$ cat config.mk
export PLATFORM = sky130hd
export DESIGN_NAME = dma_engine
export DESIGN_NICKNAME = d
export VERILOG_FILES = /design/src/rtl/dma_pkg.sv /design/src/rtl/dma_pending.sv /design/src/rtl/dma_arb.sv /design/src/rtl/dma_addr.sv /design/src/rtl/dma_engine.sv
export SDC_FILE = /design/constraint.sdc
export NUM_CORES = 1
export LEC_CHECK = 0
export ABC_AREA = 1
export BUFFER_PORTS_ARGS = -buffer_cell sky130_fd_sc_hd__clkbuf_2
export CORE_MARGIN = 2
export CORE_UTILIZATION = 55
export DETAILED_ROUTE_END_ITERATION = 10
export PLACE_DENSITY_LB_ADDON = 0.05
export SETUP_SLACK_MARGIN = 0.05
export SLEW_MARGIN = 20
export SYNTH_ARGS = -nofsm -noshare
export SYNTH_HDL_FRONTEND = slang
export SYNTH_SLANG_ARGS = --single-unit
$ cat constraint.sdc
create_clock -name clk -period 13.2 [get_ports clk]
set_input_delay 1.32 -clock clk [delete_from_list [all_inputs] [get_ports clk]]
set_output_delay 1.32 -clock clk [all_outputs]
set_load 0.01 [all_outputs]
$ cat src/rtl/dma_pkg.sv
package dma_pkg;

  localparam int CTL_W = 32;
  localparam int CNT_W = 10;

  localparam logic [2:0] MODE_STOP  = 3'd0;
  localparam logic [2:0] MODE_BASIC = 3'd1;
  localparam logic [2:0] MODE_AUTO  = 3'd2;
  localparam logic [2:0] MODE_PING  = 3'd3;

  typedef struct packed {
    logic [1:0]       dst_step;
    logic [1:0]       dst_size;
    logic [1:0]       src_step;
    logic [1:0]       src_size;
    logic [1:0]       rsv_a;
    logic             wr_prio;
    logic [1:0]       rsv_b;
    logic             rd_prio;
    logic [3:0]       batch_exp;
    logic [CNT_W-1:0] remain;
    logic             burst;
    logic [2:0]       mode;
  } ctl_t;

  typedef enum logic [2:0] {
    S_IDLE, S_FSRC, S_FDST, S_FCTL, S_CHK, S_RD, S_WR, S_WB
  } dstate_t;

  typedef enum logic [1:0] {
    FIN_NONE, FIN_STOP, FIN_SWAP, FIN_LOOP
  } fin_t;

  function automatic logic step_bad(input logic [1:0] step, input logic [1:0] size);
    return ((step == 2'd1) && (size == 2'd0)) || ((step == 2'd2) && (size != 2'd2));
  endfunction

  function automatic logic ctl_bad(input ctl_t c);
    return (c.src_size != c.dst_size) || (c.src_size == 2'd3) || (c.mode > MODE_PING) ||
           step_bad(c.src_step, c.src_size) || step_bad(c.dst_step, c.dst_size);
  endfunction

endpackage

$ cat src/rtl/dma_pending.sv
module dma_pending #(
  parameter int NCH = 4
) (
  input  logic           clk,
  input  logic           rst_n,
  input  logic [NCH-1:0] req,
  input  logic [NCH-1:0] clr,
  input  logic [NCH-1:0] swap,
  output logic [NCH-1:0] pend,
  output logic [NCH-1:0] alt
);

  for (genvar g = 0; g < NCH; g++) begin : g_ch
    logic pend_n, alt_n;

    always_comb begin
      pend_n = (pend[g] & ~clr[g]) | req[g];
      alt_n  = alt[g] ^ swap[g];
    end

    always_ff @(posedge clk or negedge rst_n) begin
      if (!rst_n) begin
        pend[g] <= 1'b0;
        alt[g]  <= 1'b0;
      end else begin
        pend[g] <= pend_n;
        if (swap[g]) alt[g] <= alt_n;
      end
    end
  end

endmodule

$ cat src/rtl/dma_arb.sv
module dma_arb #(
  parameter int NCH = 4,
  localparam int IW = (NCH > 1) ? $clog2(NCH) : 1
) (
  input  logic [NCH-1:0] pend,
  output logic           any,
  output logic [IW-1:0]  idx
);

  always_comb begin
    any = |pend;
    idx = '0;
    for (int i = NCH - 1; i >= 0; i--) begin
      if (pend[i]) idx = IW'(i);
    end
  end

endmodule

$ cat src/rtl/dma_addr.sv
module dma_addr #(
  parameter int AW = 32,
  parameter int NW = 10
) (
  input  logic [AW-1:0] end_ptr,
  input  logic [NW-1:0] remain,
  input  logic [1:0]    step,
  output logic [AW-1:0] addr
);

  logic [AW-1:0] offs;

  always_comb begin
    case (step)
      2'd0:    offs = AW'(remain);
      2'd1:    offs = AW'(remain) << 1;
      2'd2:    offs = AW'(remain) << 2;
      default: offs = '0;
    endcase
    addr = end_ptr - offs;
  end

endmodule

$ cat src/rtl/dma_engine.sv
module dma_engine
  import dma_pkg::*;
#(
  parameter int NCH   = 4,
  parameter int AW    = 32,
  parameter int NLOOP = 2,
  parameter int NW    = CNT_W,
  localparam int IW   = (NCH > 1) ? $clog2(NCH) : 1,
  localparam int BW   = NW + 1
) (
  input  logic                clk,
  input  logic                rst_n,
  input  logic [AW-1:0]       tbl_base,
  input  logic [NLOOP-1:0]    loop_en,
  input  logic [NLOOP*NW-1:0] loop_cnt,
  input  logic [NCH-1:0]      chan_req,
  output logic [NCH-1:0]      chan_done,
  output logic [NCH-1:0]      chan_err,
  output logic                mem_req,
  input  logic                mem_gnt,
  output logic [AW-1:0]       mem_addr,
  output logic                mem_we,
  output logic [1:0]          mem_size,
  output logic [31:0]         mem_wdata,
  input  logic [31:0]         mem_rdata
);

  // reset: asserted asynchronously, released on the clock
  logic [1:0] rst_q;
  logic       rst_sn;
  always_ff @(posedge clk or negedge rst_n) begin
    if (!rst_n) rst_q <= 2'b00;
    else        rst_q <= {rst_q[0], 1'b1};
  end
  assign rst_sn = rst_q[1];

  dstate_t       st, st_n;
  logic [IW-1:0] cur, cur_n;
  logic [AW-1:0] src_end, dst_end;
  ctl_t          ctl, ctl_n;
  logic [31:0]   dat;
  logic [BW-1:0] bcnt, bcnt_n, bc_p1, blen;
  fin_t          fin, fin_n;
  logic          ld_src, ld_dst, ld_ctl, ld_dat, ld_cur, ld_bc, ld_fin;
  logic [NCH-1:0] clr, swap, done_n, err_n, pend, alt;
  logic           any;
  logic [IW-1:0]  widx;
  logic [AW-1:0]  dbase, saddr, daddr;

  // loop-capable channel wiring
  logic [NCH-1:0] loop_on;
  logic [NW-1:0]  loop_val [NCH];
  for (genvar g = 0; g < NCH; g++) begin : g_loop
    if (g < NLOOP) begin : g_yes
      assign loop_on[g]  = loop_en[g];
      assign loop_val[g] = loop_cnt[g*NW +: NW];
    end else begin : g_no
      assign loop_on[g]  = 1'b0;
      assign loop_val[g] = '0;
    end
  end

  dma_pending #(.NCH(NCH)) u_pend (
    .clk(clk), .rst_n(rst_sn), .req(chan_req), .clr(clr), .swap(swap),
    .pend(pend), .alt(alt)
  );

  dma_arb #(.NCH(NCH)) u_arb (.pend(pend), .any(any), .idx(widx));

  dma_addr #(.AW(AW), .NW(NW)) u_src (
    .end_ptr(src_end), .remain(ctl.remain), .step(ctl.src_step), .addr(saddr)
  );
  dma_addr #(.AW(AW), .NW(NW)) u_dst (
    .end_ptr(dst_end), .remain(ctl.remain), .step(ctl.dst_step), .addr(daddr)
  );

  assign dbase = (tbl_base & ~AW'(255)) + (alt[cur] ? AW'(256) : AW'(0)) + (AW'(cur) << 4);
  assign bc_p1 = bcnt + BW'(1);
  assign blen  = BW'(1) << ctl.batch_exp;

  // next state
  always_comb begin
    st_n   = st;
    cur_n  = cur;
    ctl_n  = ctl;
    bcnt_n = bcnt;
    fin_n  = fin;
    ld_src = 1'b0; ld_dst = 1'b0; ld_ctl = 1'b0; ld_dat = 1'b0;
    ld_cur = 1'b0; ld_bc  = 1'b0; ld_fin = 1'b0;
    clr = '0; swap = '0; done_n = '0; err_n = '0;
    mem_req = 1'b0; mem_we = 1'b0; mem_addr = '0; mem_wdata = '0; mem_size = 2'd2;
    case (st)
      S_IDLE: if (any) begin
        cur_n = widx; ld_cur = 1'b1; st_n = S_FSRC;
      end
      S_FSRC: begin
        mem_req = 1'b1; mem_addr = dbase;
        if (mem_gnt) begin ld_src = 1'b1; st_n = S_FDST; end
      end
      S_FDST: begin
        mem_req = 1'b1; mem_addr = dbase + AW'(4);
        if (mem_gnt) begin ld_dst = 1'b1; st_n = S_FCTL; end
      end
      S_FCTL: begin
        mem_req = 1'b1; mem_addr = dbase + AW'(8);
        if (mem_gnt) begin ctl_n = ctl_t'(mem_rdata); ld_ctl = 1'b1; st_n = S_CHK; end
      end
      S_CHK: begin
        if (ctl.mode == MODE_STOP) begin
          clr[cur] = 1'b1; st_n = S_IDLE;
        end else if (ctl_bad(ctl)) begin
          clr[cur] = 1'b1; err_n[cur] = 1'b1; st_n = S_IDLE;
        end else begin
          bcnt_n = '0; ld_bc = 1'b1; st_n = S_RD;
        end
      end
      S_RD: begin
        mem_req = 1'b1; mem_addr = saddr; mem_size = ctl.src_size;
        if (mem_gnt) begin ld_dat = 1'b1; st_n = S_WR; end
      end
      S_WR: begin
        mem_req = 1'b1; mem_we = 1'b1; mem_addr = daddr;
        mem_wdata = dat; mem_size = ctl.dst_size;
        if (mem_gnt) begin
          ld_ctl = 1'b1; ld_fin = 1'b1;
          if (ctl.remain == '0) begin
            st_n = S_WB;
            if (loop_on[cur]) begin
              ctl_n.remain = loop_val[cur]; fin_n = FIN_LOOP;
            end else begin
              ctl_n.mode = MODE_STOP;
              fin_n = (ctl.mode == MODE_PING) ? FIN_SWAP : FIN_STOP;
            end
          end else begin
            ctl_n.remain = ctl.remain - NW'(1);
            fin_n = FIN_NONE;
            if (bc_p1 == blen) begin
              st_n = S_WB;
            end else begin
              bcnt_n = bc_p1; ld_bc = 1'b1; st_n = S_RD;
            end
          end
        end
      end
      S_WB: begin
        mem_req = 1'b1; mem_we = 1'b1; mem_addr = dbase + AW'(8); mem_wdata = ctl;
        if (mem_gnt) begin
          st_n = S_IDLE;
          if (fin != FIN_NONE) done_n[cur] = 1'b1;
          if (fin == FIN_STOP) clr[cur]  = 1'b1;
          if (fin == FIN_SWAP) swap[cur] = 1'b1;
        end
      end
      default: st_n = S_IDLE;
    endcase
  end

  // registers
  always_ff @(posedge clk or negedge rst_sn) begin
    if (!rst_sn) begin
      st        <= S_IDLE;
      cur       <= '0;
      src_end   <= '0;
      dst_end   <= '0;
      ctl       <= '0;
      dat       <= '0;
      bcnt      <= '0;
      fin       <= FIN_NONE;
      chan_done <= '0;
      chan_err  <= '0;
    end else begin
      st        <= st_n;
      chan_done <= done_n;
      chan_err  <= err_n;
      if (ld_cur) cur     <= cur_n;
      if (ld_src) src_end <= mem_rdata;
      if (ld_dst) dst_end <= mem_rdata;
      if (ld_ctl) ctl     <= ctl_n;
      if (ld_dat) dat     <= mem_rdata;
      if (ld_bc)  bcnt    <= bcnt_n;
      if (ld_fin) fin     <= fin_n;
    end
  end

endmodule

==> impl_summary.txt <==
----------------------------------------------------
[Outcome]
  Outcome ... completed

[Drt]
  DR DRC count ... 0
  Count of antenna-violating nets left after detailed routing ... 0
  Final WL ... 37900 um
  DRC marker count from the first detailed-route iteration ... 1186
  Via total after detailed routing ... 12290
  Number of search-and-repair iterations in the first detailed-routing pass ... 6
  Routed wirelength normalized by instance count ... 18.1 um
  Avg Vias per Cell ... roughly 6

[Clock network]
  Quantity of gates resized following cts ... 0
  TritonCTS Buffers ... 17
  Maximum number of buffers from clock root to sink ... 2
  Clock Root Buffer ... clkbuf_16
  Total setup buffers inserted after CTS ... 0
  Number of sinks on the clock net ... 164
  Number of levels in the clock H-tree ... 4
  Clock transition at the registers of the reported paths ... 70 ps
  Clock tree from TritonCTS ... done
  Hold bufs inserted after CTS ... 0
  Clock latency at the later pin of the worst-skew pair ... about 430 ps

[Die]
  Horizontal die dimension ... 148 um
  Area inside the core boundary ... 0.0204 mm2
  Number of top-level design ports ... 169
  Height of the die ... 148 um
  Total number of placement rows ... 52
  Area of the die ... 0.0220 mm2
  Starting utilization of the core area ... around 56%

[Synthesis]
  Synthesized instance count ... 1676
  Netlist cell types ... 52
  Number of warning messages in the yosys log ... 0
  Register bit total from synthesis ... 164
  EDFF count, synth ... 0
  Share of synthesized registers carrying an async set or reset ... between 90% and 100%
  Post-Syn Area ... 0.0115 mm2
  Main flop type after synthesis ... dfrtp_1
  Sequential cell area fraction in the yosys report ... 35.7%
  Synthesized area per cell ... 6.85 um2
  Post-Synthesis Net Count ... 1805

[Worst setup path]
  WS Path Type ... flip-flop to primary output
  Crit path max fanout ... 9
  CP Launch Type ... flip-flop
  CP Data Required Time ... 11880 ps
  Critical Path Sink Type ... primary output
  Arrival @ worst endpoint ... approximately 4000 ps

[Layout]
  Layout cells sized above 1 ... 14.7%
  Synthesis-to-finish area growth ... 13.9%
  Final net count ... 1935
  Number of diodes ... 0
  Final design instance area without fill ... ~0.013 mm2

[Placed design]
  Placer congestion estimate ... 0.935
  DP Area ... roughly 0.012 mm2
  Number of buffers added on ports ... 160
  Estimated wirelength of the detail-placed design ... 29200 um

[GRT]
  Aggregate global routing overflow ... 0
  Met1 GRT Util ... 48.7%
  Layer with the highest usage ... met2
  Aggregate global-route resource usage ... 34.6%
  Met2 track utilization from global routing ... between 50% and 60%
  Wire length of the first global-routing pass ... about 60000 um
  Maximum number of pins on one net before global-route repair ... 78
  Antenna violations before repair ... 1
  Via count of the first global-routing pass ... 11338
  Grt met3 use ... 6.96%

[STA]
  Unrepaired setup endpoints after global routing ... false
  Transition time of the tightest slew-check pin ... 990 ps
  Worst clock skew ... 11.5 ps
  Final setup violation count ... 0
  Final Critical Period ... 5310 ps
  Fin Setup TNS ... 0 ps
  Relative slew margins ... 34.0%
  Number of slew-limit violations in the final report ... 0
  Maximum clock frequency ... 188 MHz
  Final hold vios ... 0
  Period utilisation layout ... between 40% and 50%

[Pwr]
  Total power divided by cell area ... 259 mW/mm2
  Standby leakage power ... 0.00648 uW
  IR drop worst, VDD ... 0.116 mV

[Flow run]
  Count of maximum capacitance violations ... 0

[Min path]
  Class of the tightest hold or removal check ... flip-flop to asynchronous set/reset pin

----------------------------------------------------
logic make-up (layout without fill, tap and decap cells):
group | count (synthesis) | in the layout | share of synthesized area [%]
and+or+nand+nor | 800 | 800 | 30.7
AOI/OAI and AO/OA | 391 | 391 | 19.1
buffers and inverters | 266 | 409 | 8.98
DFF | 164 | 164 | 35.7
adders and majority gates | 36 | 36 | 4.05
xor gates and xnor gates | 18 | 18 | 1.37
other | 1 | 1 | 0.0327
cell type report:
class	instances	area (um2)
fill	1894	7290
multi-input combinational	1246	6370
sequential	164	4110
timing repair buffer	167	853
inverter	210	788
clock buffer	19	453
tap	270	338
clock inverter	13	161
critical path, cell delays in order (launching register included):
cell,delay (ps)
dfrtp_1,470
nor2_1,500
inv_1,130
o22ai_1,300
inv_1,80
ha_1,270
nand3_1,80
nand3_1,200
a21boi_0,350
o21ai_0,250
nor2_2,330
a21oi_1,100
o21ai_0,180
nand3_1,140
clkbuf_2,160
state kept, by name (all words and copies together) (netlist names):
| register | flops |
|---|---|
| bcnt | 11 |
| chan_done | 4 |
| chan_err | 4 |
| ctl | 32 |
| cur | 2 |
| dat | 32 |
| dst_end | 32 |
| fin | 2 |
| rst_q | 2 |
| src_end | 32 |
| st | 3 |
| u_pend.alt | 4 |
| u_pend.pend | 4 |
synthesized netlist by cell type, types with 8 or more instances:
library cell,count,area [um2]
nand2_1,382,1430
o21ai_0,191,956
inv_1,187,702
nand3_1,177,886
dfrtp_1,164,4100
nor2_1,131,492
a21oi_1,89,445
clkbuf_1,36,135
ha_1,34,425
nand4_1,28,175
o22ai_1,25,156
nor3_1,22,110
inv_2,21,78.8
o21ai_1,16,80.1
buf_2,14,70.1
xor2_1,14,123
a22oi_1,13,97.6
nor4_1,13,81.3
a22o_1,12,105
nand2_2,10,62.6
nor2_2,9,56.3
or2_2,9,56.3
a21o_1,8,60.1
o21bai_1,8,60.1
metrics by stage:
step	setup WS (ps)	util, %	hold slack, ps	std cells	total power, uW
CTS	8000	64.1	291	2089	3340
global route	7590	64.2	315	2089	3660
finish	7890	64.2	268	2089	3390
detailed placement	8460	61.1	283	2057	2810
global placement	8490	61.1	279	2057	2780
floorplan	8290	-	331	1676	2210
layout by cell type (no fill, tap or decap), types with 8 or more instances in the layout:
cell type  netlist  layout
clkbuf_2         0     160
a22oi_1         13      13
or2_2            9       9
clkbuf_16        0      17
dfrtp_1        164     163
nor2_2           9       9
o22ai_1         25      25
ha_1            34      34
nor4_1          13      13
nand2_2         10      10
o21ai_0        191     191
inv_1          187     187
a22o_1          12      12
nand4_1         28      28
o21bai_1         8       8
nor2_1         131     130
nand2_1        382     381
xor2_1          14      14
o21ai_1         16      16
nor3_1          22      22
nand3_1        177     176
a21oi_1         89      89
inv_2           21      21
a21o_1           8       8
metal layers:
metal  up-vias  share of wire [%]  wire length [um]
met2       561                 45             17100
met4         2                2.4               911
met3        67                8.2              3110
li1       5897                  -                 -
met5         -              0.024                 9
met1      5763                 44             16800
power by group:
group          switching [uW]  internal (uW)
clock                     226            296
sequential                201            703
combinational            1340            626
total                    1760           1620
final timing paths:
kind / startpoint / end / slack (ps) / depth (start not counted)
setup / recovery: ctl[27] / mem_addr[17] / 7890 / 14
hold / removal: rst_q[1] / ctl[23] / 270 / 0
setup reg to reg: ctl[4] / ctl[9] / 10390 / 12
hold reg to reg: rst_q[1] / ctl[23] / 270 / 0
max in group asynchronous: rst_q[1] / src_end[4] / 10860 / 2
min in group clk: rst_q[0] / rst_q[1] / 370 / 0
No activity file was read; power rests on OpenSTA's default activity.
